===== src/rtl/serreg_pkg.sv =====
package serreg_pkg;

    localparam int ADDR_W    = 5;
    localparam int NREG      = 8;
    localparam int REG_W     = 32;
    localparam int BYTE_W    = 8;
    localparam int REG_BYTES = REG_W / BYTE_W;
    localparam int IDX_W     = $clog2(NREG);
    localparam int LANE_W    = $clog2(REG_BYTES);
    localparam int CNT_W     = $clog2(REG_BYTES + 1);
    localparam int BIT_W     = $clog2(BYTE_W);
    localparam int REGS_W    = NREG * REG_W;
    localparam int DIV_W     = 2;

    typedef enum logic {
        PH_INSTR,
        PH_DATA
    } phase_e;

    typedef struct packed {
        logic              rd;
        logic [1:0]        spare;
        logic [ADDR_W-1:0] addr;
    } instr_t;

    typedef struct packed {
        logic              rd;
        logic              asc;
        logic [ADDR_W-1:0] addr;
        logic [LANE_W-1:0] lane;
        logic [CNT_W-1:0]  left;
    } xfer_t;

    typedef struct packed {
        logic sclk;
        logic cs_n;
        logic din;
    } pins_t;

    // Data byte count per address; zero marks an undefined address.
    function automatic logic [CNT_W-1:0] reg_nbytes(input logic [ADDR_W-1:0] a);
        logic [CNT_W-1:0] n;
        case (a)
            5'd0:    n = 3'd4;
            5'd1:    n = 3'd3;
            5'd2:    n = 3'd2;
            5'd3:    n = 3'd4;
            5'd4:    n = 3'd4;
            5'd5:    n = 3'd2;
            5'd6:    n = 3'd1;
            5'd7:    n = 3'd4;
            default: n = 3'd0;
        endcase
        return n;
    endfunction

    function automatic logic [BYTE_W-1:0] shift_in(input logic [BYTE_W-1:0] sr,
                                                   input logic din,
                                                   input logic lsb);
        return lsb ? {din, sr[BYTE_W-1:1]} : {sr[BYTE_W-2:0], din};
    endfunction

endpackage


===== src/rtl/serreg_sampler.sv =====
module serreg_sampler
    import serreg_pkg::*;
(
    input  logic clk,
    input  logic rst,
    input  logic sclk,
    input  logic cs_n,
    input  logic din,
    output logic rise,
    output logic fall,
    output logic din_s
);

    pins_t s1;
    logic  sclk_d;

    always_ff @(posedge clk) begin
        if (rst) begin
            s1     <= '{sclk: 1'b0, cs_n: 1'b1, din: 1'b0};
            sclk_d <= 1'b0;
        end else begin
            s1     <= '{sclk: sclk, cs_n: cs_n, din: din};
            sclk_d <= s1.sclk;
        end
    end

    assign rise  = !s1.cs_n &&  s1.sclk && !sclk_d;
    assign fall  = !s1.cs_n && !s1.sclk &&  sclk_d;
    assign din_s = s1.din;

endmodule


===== src/rtl/serreg_engine.sv =====
module serreg_engine
    import serreg_pkg::*;
(
    input  logic              clk,
    input  logic              rst,
    input  logic              port_rst,
    input  logic              rise,
    input  logic              fall,
    input  logic              din,
    input  logic              lsb_mode,
    input  logic [BYTE_W-1:0] rd_byte,
    output logic [ADDR_W-1:0] cur_addr,
    output logic [LANE_W-1:0] cur_lane,
    output logic              wr_en,
    output logic [ADDR_W-1:0] wr_addr,
    output logic [LANE_W-1:0] wr_lane,
    output logic [BYTE_W-1:0] wr_byte,
    output logic              reading,
    output logic              dout
);

    phase_e            phase;
    logic [BIT_W-1:0]  bitc;
    logic [BYTE_W-1:0] sr;
    xfer_t             xf;

    logic [BYTE_W-1:0] nsr;
    instr_t            ib;
    logic [CNT_W-1:0]  nb;
    logic [CNT_W-1:0]  nbc;
    logic              unused_spare;

    always_comb begin
        nsr          = shift_in(sr, din, lsb_mode);
        ib           = instr_t'(nsr);
        nb           = reg_nbytes(ib.addr);
        nbc          = (nb == '0) ? CNT_W'(1) : nb;
        unused_spare = ^ib.spare;
    end

    always_ff @(posedge clk or posedge port_rst) begin
        if (port_rst) begin
            phase   <= PH_INSTR;
            bitc    <= '0;
            sr      <= '0;
            xf      <= '0;
            wr_en   <= 1'b0;
            wr_addr <= '0;
            wr_lane <= '0;
            wr_byte <= '0;
            dout    <= 1'b0;
        end else if (rst) begin
            phase   <= PH_INSTR;
            bitc    <= '0;
            sr      <= '0;
            xf      <= '0;
            wr_en   <= 1'b0;
            wr_addr <= '0;
            wr_lane <= '0;
            wr_byte <= '0;
            dout    <= 1'b0;
        end else begin
            wr_en <= 1'b0;
            if (rise) begin
                if (bitc == BIT_W'(BYTE_W - 1)) begin
                    bitc <= '0;
                    sr   <= '0;
                    if (phase == PH_INSTR) begin
                        xf.rd   <= ib.rd;
                        xf.addr <= ib.addr;
                        xf.asc  <= lsb_mode;
                        xf.left <= nbc;
                        xf.lane <= lsb_mode ? '0 : LANE_W'(nbc - CNT_W'(1));
                        phase   <= PH_DATA;
                    end else begin
                        wr_en   <= !xf.rd && (reg_nbytes(xf.addr) != '0);
                        wr_addr <= xf.addr;
                        wr_lane <= xf.lane;
                        wr_byte <= nsr;
                        if (xf.left == CNT_W'(1)) begin
                            phase <= PH_INSTR;
                        end else begin
                            xf.left <= xf.left - CNT_W'(1);
                            xf.lane <= xf.asc ? xf.lane + LANE_W'(1)
                                              : xf.lane - LANE_W'(1);
                        end
                    end
                end else begin
                    bitc <= bitc + BIT_W'(1);
                    sr   <= nsr;
                end
            end
            if (fall && phase == PH_DATA && xf.rd) begin
                dout <= lsb_mode ? rd_byte[bitc] : rd_byte[BIT_W'(BYTE_W - 1) - bitc];
            end
        end
    end

    assign cur_addr = xf.addr;
    assign cur_lane = xf.lane;
    assign reading  = (phase == PH_DATA) && xf.rd;

endmodule


===== src/rtl/serreg_bank.sv =====
module serreg_bank
    import serreg_pkg::*;
(
    input  logic              clk,
    input  logic              rst,
    input  logic              wr_en,
    input  logic [ADDR_W-1:0] wr_addr,
    input  logic [LANE_W-1:0] wr_lane,
    input  logic [BYTE_W-1:0] wr_byte,
    input  logic [ADDR_W-1:0] rd_addr,
    input  logic [LANE_W-1:0] rd_lane,
    input  logic              update,
    output logic [BYTE_W-1:0] rd_byte,
    output logic              lsb_mode,
    output logic              three_wire,
    output logic              sync_clk,
    output logic [REGS_W-1:0] regs_out
);

    logic [NREG-1:0][REG_W-1:0] shadow;
    logic [NREG-1:0][REG_W-1:0] active;
    logic [DIV_W-1:0]           div_q;
    logic                       commit;

    // Divide-by-4: sync_clk rises on the edge where div_q goes 1 -> 2.
    always_ff @(posedge clk) begin
        if (rst) div_q <= '0;
        else     div_q <= div_q + DIV_W'(1);
    end
    assign sync_clk = div_q[DIV_W-1];
    assign commit   = update && (div_q == DIV_W'(1));

    for (genvar g = 0; g < NREG; g++) begin : g_reg
        for (genvar b = 0; b < REG_BYTES; b++) begin : g_lane
            always_ff @(posedge clk) begin
                if (rst) begin
                    shadow[g][b*BYTE_W +: BYTE_W] <= '0;
                end else if (wr_en && wr_addr == ADDR_W'(g) && wr_lane == LANE_W'(b)) begin
                    shadow[g][b*BYTE_W +: BYTE_W] <= wr_byte;
                end
            end
        end
        always_ff @(posedge clk) begin
            if (rst)         active[g] <= '0;
            else if (commit) active[g] <= shadow[g];
        end
    end

    // Port mode bits act immediately, without waiting for a commit.
    always_ff @(posedge clk) begin
        if (rst) begin
            lsb_mode   <= 1'b0;
            three_wire <= 1'b0;
        end else if (wr_en && wr_addr == '0 && wr_lane == '0) begin
            lsb_mode   <= wr_byte[0];
            three_wire <= wr_byte[1];
        end
    end

    always_comb begin
        rd_byte = '0;
        if (rd_addr < ADDR_W'(NREG)) begin
            rd_byte = active[rd_addr[IDX_W-1:0]][{rd_lane, 3'b000} +: BYTE_W];
        end
    end

    assign regs_out = active;

endmodule


===== src/rtl/serreg_port.sv =====
module serreg_port
    import serreg_pkg::*;
(
    input  logic              clk,
    input  logic              rst,
    input  logic              port_rst,
    input  logic              sclk,
    input  logic              cs_n,
    input  logic              sdio_in,
    output logic              sdio_out,
    output logic              sdio_oe,
    output logic              sdo,
    output logic              sdo_oe,
    input  logic              update,
    output logic              sync_clk,
    output logic [REGS_W-1:0] regs_out
);

    logic              rise, fall, din_s;
    logic              lsb_mode, three_wire;
    logic [BYTE_W-1:0] rd_byte;
    logic [ADDR_W-1:0] cur_addr, wr_addr;
    logic [LANE_W-1:0] cur_lane, wr_lane;
    logic              wr_en;
    logic [BYTE_W-1:0] wr_byte;
    logic              reading, dout;

    serreg_sampler u_samp (
        .clk   (clk),
        .rst   (rst),
        .sclk  (sclk),
        .cs_n  (cs_n),
        .din   (sdio_in),
        .rise  (rise),
        .fall  (fall),
        .din_s (din_s)
    );

    serreg_engine u_eng (
        .clk      (clk),
        .rst      (rst),
        .port_rst (port_rst),
        .rise     (rise),
        .fall     (fall),
        .din      (din_s),
        .lsb_mode (lsb_mode),
        .rd_byte  (rd_byte),
        .cur_addr (cur_addr),
        .cur_lane (cur_lane),
        .wr_en    (wr_en),
        .wr_addr  (wr_addr),
        .wr_lane  (wr_lane),
        .wr_byte  (wr_byte),
        .reading  (reading),
        .dout     (dout)
    );

    serreg_bank u_bank (
        .clk        (clk),
        .rst        (rst),
        .wr_en      (wr_en),
        .wr_addr    (wr_addr),
        .wr_lane    (wr_lane),
        .wr_byte    (wr_byte),
        .rd_addr    (cur_addr),
        .rd_lane    (cur_lane),
        .update     (update),
        .rd_byte    (rd_byte),
        .lsb_mode   (lsb_mode),
        .three_wire (three_wire),
        .sync_clk   (sync_clk),
        .regs_out   (regs_out)
    );

    assign sdio_out = dout;
    assign sdo      = dout;
    assign sdio_oe  = !cs_n && reading && !three_wire;
    assign sdo_oe   = !cs_n && reading &&  three_wire;

endmodule


===== config.mk =====
export PLATFORM = sky130hd
export DESIGN_NAME = serreg_port
export DESIGN_NICKNAME = d
export VERILOG_FILES = /design/src/rtl/serreg_pkg.sv /design/src/rtl/serreg_sampler.sv /design/src/rtl/serreg_engine.sv /design/src/rtl/serreg_bank.sv /design/src/rtl/serreg_port.sv
export SDC_FILE = /design/constraint.sdc
export NUM_CORES = 1
export LEC_CHECK = 0
export BUFFER_PORTS_ARGS = -buffer_cell sky130_fd_sc_hd__buf_2
export CAP_MARGIN = 20
export CORE_MARGIN = 3
export CORE_UTILIZATION = 58
export DETAILED_ROUTE_END_ITERATION = 8
export MAX_ROUTING_LAYER = met4
export PLACE_DENSITY = 0.81
export SLEW_MARGIN = 20
export SYNTH_ARGS = -nofsm -noshare
export SYNTH_HDL_FRONTEND = slang
export SYNTH_SLANG_ARGS = --single-unit

===== constraint.sdc =====
create_clock -name clk -period 3.84 [get_ports clk]
set_clock_uncertainty 0.15 [all_clocks]
set_input_delay 0.768 -clock clk [delete_from_list [all_inputs] [get_ports clk]]
set_output_delay 0.768 -clock clk [all_outputs]
set_load 0.05 [all_outputs]

==> out/qor.txt <==
die span in y -> 203 µm
DR WL/cell -> 24.4 µm
top area cells in the synthesized netlist -> dfxtp_1 46%, nand2_1 12%, a21oi_1 8.7%, mux2i_1 8.0%, dfrtp_1 4.5%
Least-Margin Pin Slew -> 1.20 ns
final WL -> 81400 µm
Slew Limit Fails -> 0
largest net degree at the start of global routing -> 237
worst setup margin -> 0.602 ns
setup TNS -> 0 ns
post-CTS sizing -> 0
headroom to the max-slew limit -> 19.7%
Commonest cells post-synth -> 723 x nand2_1, 518 x dfxtp_1, 394 x a21oi_1
Starting Density -> 59.4%
first-pass GRT wire length -> 120000 µm
Place WS -> 0.659 ns
# DRC -> 0
layout net count -> 2798
TritonCTS Buffers -> 53
count of cell types in the netlist -> 64
Post-synth top flop -> dfxtp_1
I/O pin cnt -> 268
via-per-instance ratio -> 6.18
die area -> 41300 µm²
Worst Setup End Kind -> register
Post-DRT Antenna Nets -> 0
Sink Count -> 559
Max Cap Viol -> 0
non-filler cells, final -> 3337
P&R area growth vs syn -> 15.1%
initial antenna violation count -> 4
fin crit share -> 84.3%
clock-pin slew on the worst setup and hold paths -> 0.07 ns
First-pass DRT Iterations -> 6
IO Port Bufs -> 267
hold buffers post-CTS -> 0
area share of the leading cell type in the synthesized netlist -> 45.9%
final setup fails -> 0
CP required -> 4.18 ns
CTS tree -> built
Setup CP Type -> register to register
Post-Syn Area -> 22600 µm²
FP Rows -> 71
Synth Net Count -> 2632
sequential area share after synthesis -> 50.5%
Iter 0 DRT Violations -> 2813
reg2reg end -> u_eng.dout
most area-hungry cell type in the Yosys netlist -> dfxtp_1
ratio of cells with drive above 1 in the final layout -> 17.4%
GP Congestion -> 1.02
Mapped Cells -> 2616
register bit total from synthesis -> 559
RR Startpoint -> u_eng.cur_addr[1]
Fin. Hold Viols -> 0
CP startpoint kind -> register
hpwl dp -> 55500 µm
status -> complete, no violations
most common cell in the netlist -> nand2_1
GRT Util Overall -> 39.3%
Final Util -> 68.4%
P_leak -> 10.0 nW
Post-synth ARST share -> 7.33%
diode count -> 0
Post-synth EDFFs -> 0
flop2flop setup slack -> 0.60 ns
Fmax -> 309 MHz
via count -> 20600
Mapped Avg Cell Area -> 8.63 µm²
crit-path max FO -> 39
CTS Buffer Depth -> 3
H-tree Lvls -> 2
YS warnings -> 0
vias in the first global route -> 18800
dpl cells -> 3238
Pwr Density -> 460 nW/µm²
maximum VDD drop -> 417 µV
fillers -> 3019
die width -> 203 µm
FF-to-FF path depth -> 9
Worst-Skew Late Latency -> 0.60 ns
area of the core -> 38000 µm²
Critical Path AT -> 3.57 ns
fin crit period -> 3.24 ns
RSZ-0062 raised after global routing -> false
total congestion overflow -> 0
Final Hold Slack -> 0.120 ns
Hold WC Path Type -> primary input to async pin
Post CTS Setup Buffer Count -> 0
CTS root buf -> clkbuf_16
power by group:
| part | total [mW] | switching [mW] | internal (mW) |
|---|---|---|---|
| registers | 5.90 | 0.0833 | 5.82 |
| clock network | 5.45 | 2.31 | 3.14 |
| logic | 0.617 | 0.451 | 0.166 |
| total | 12.0 | 2.84 | 9.13 |
final cells by class:
type / count / area [µm²] / area share [%]
well taps: 511 / 639 / 2.46
flip-flops and latches: 559 / 11400 / 43.9
inverters: 16 / 60.1 / 0.231
multi-input cells: 1828 / 10200 / 39.2
repair buffers: 324 / 1870 / 7.21
clock buffers: 81 / 1630 / 6.29
clock inverters: 18 / 193 / 0.741
routing by layer:
metal | global-route usage [%] | vias up | wire (µm) | share of wire [%]
met5 | - | - | 0 | 0
met4 | 13.2 | 0 | 3320 | 4.1
met3 | 7.69 | 225 | 10300 | 13
met2 | 56.8 | 1342 | 35400 | 44
met1 | 55.6 | 9889 | 32400 | 40
li1 | - | 9165 | - | -
logic make-up after synthesis:
group | share of synthesized area, %
buf+inv | 4.56
mux | 12.8
simple gates | 19.2
fa+ha+maj | 0.499
xor+xnor | 0.155
compound gates | 12.3
flops | 50.5
through the flow:
step | cell area [µm²] | power [mW]
2_1_floorplan | 22600 | 6.44
3_3_place_gp | 24200 | 6.62
3_5_place_dp | 24200 | 6.63
4_1_cts | 26000 | 12.0
5_1_grt | 26000 | 12.2
6_report | 26000 | 12.0
cell usage in the layout, fill, tap and decap left out, types with 10 or more instances in the layout:
cell type	instances
a21oi_1	394
a22o_1	11
a22oi_1	11
buf_2	266
buf_4	49
clkbuf_1	10
clkbuf_16	55
clkbuf_8	16
dfrtp_1	30
dfrtp_2	10
dfxtp_1	518
inv_1	14
mux2_2	13
mux2i_1	181
mux4_2	33
nand2_1	722
nand2b_1	10
nand3_1	131
nor2_1	179
o21ai_0	28
how the worst max path moves through the flow:
stage                      start    endpoint  slack [ns]  cells after the start
6_report       u_eng.cur_addr[1]  u_eng.dout        0.60                      9
5_1_grt        u_eng.cur_addr[1]  u_eng.dout        0.46                      9
4_1_cts        u_eng.cur_addr[1]  u_eng.dout        0.65                      9
3_5_place_dp   u_eng.cur_addr[1]  u_eng.dout        0.66                      9
3_3_place_gp   u_eng.cur_addr[1]  u_eng.dout        0.72                      9
2_1_floorplan               cs_n      sdo_oe         1.0                      1
worst max-delay path: stages, from the launching register on:
cell and delay (ns):
dfrtp_4 0.85, buf_4 0.28, mux2_2 0.36, o221ai_1 0.16
o311ai_1 0.13, nor3_1 0.47, o31ai_1 0.18, and2_1 0.17
o2111ai_1 0.25, o211ai_2 0.09
sequential cells by signal, summed over array words and instances, names as in the netlist:
name	flops
u_bank.div_q	2
u_eng.dout	1
u_eng.wr_addr	5
u_eng.bitc	3
u_eng.wr_en	1
u_eng.wr_lane	2
u_eng.phase	1
u_samp.sclk_d	1
u_bank.regs_out	256
u_samp.s1	2
u_eng.cur_lane	2
u_eng.sr	8
u_eng.wr_byte	8
u_eng.xf	5
u_eng.cur_addr	5
u_samp.din_s	1
u_bank.shadow	256
(Power assumes the default switching activity.)
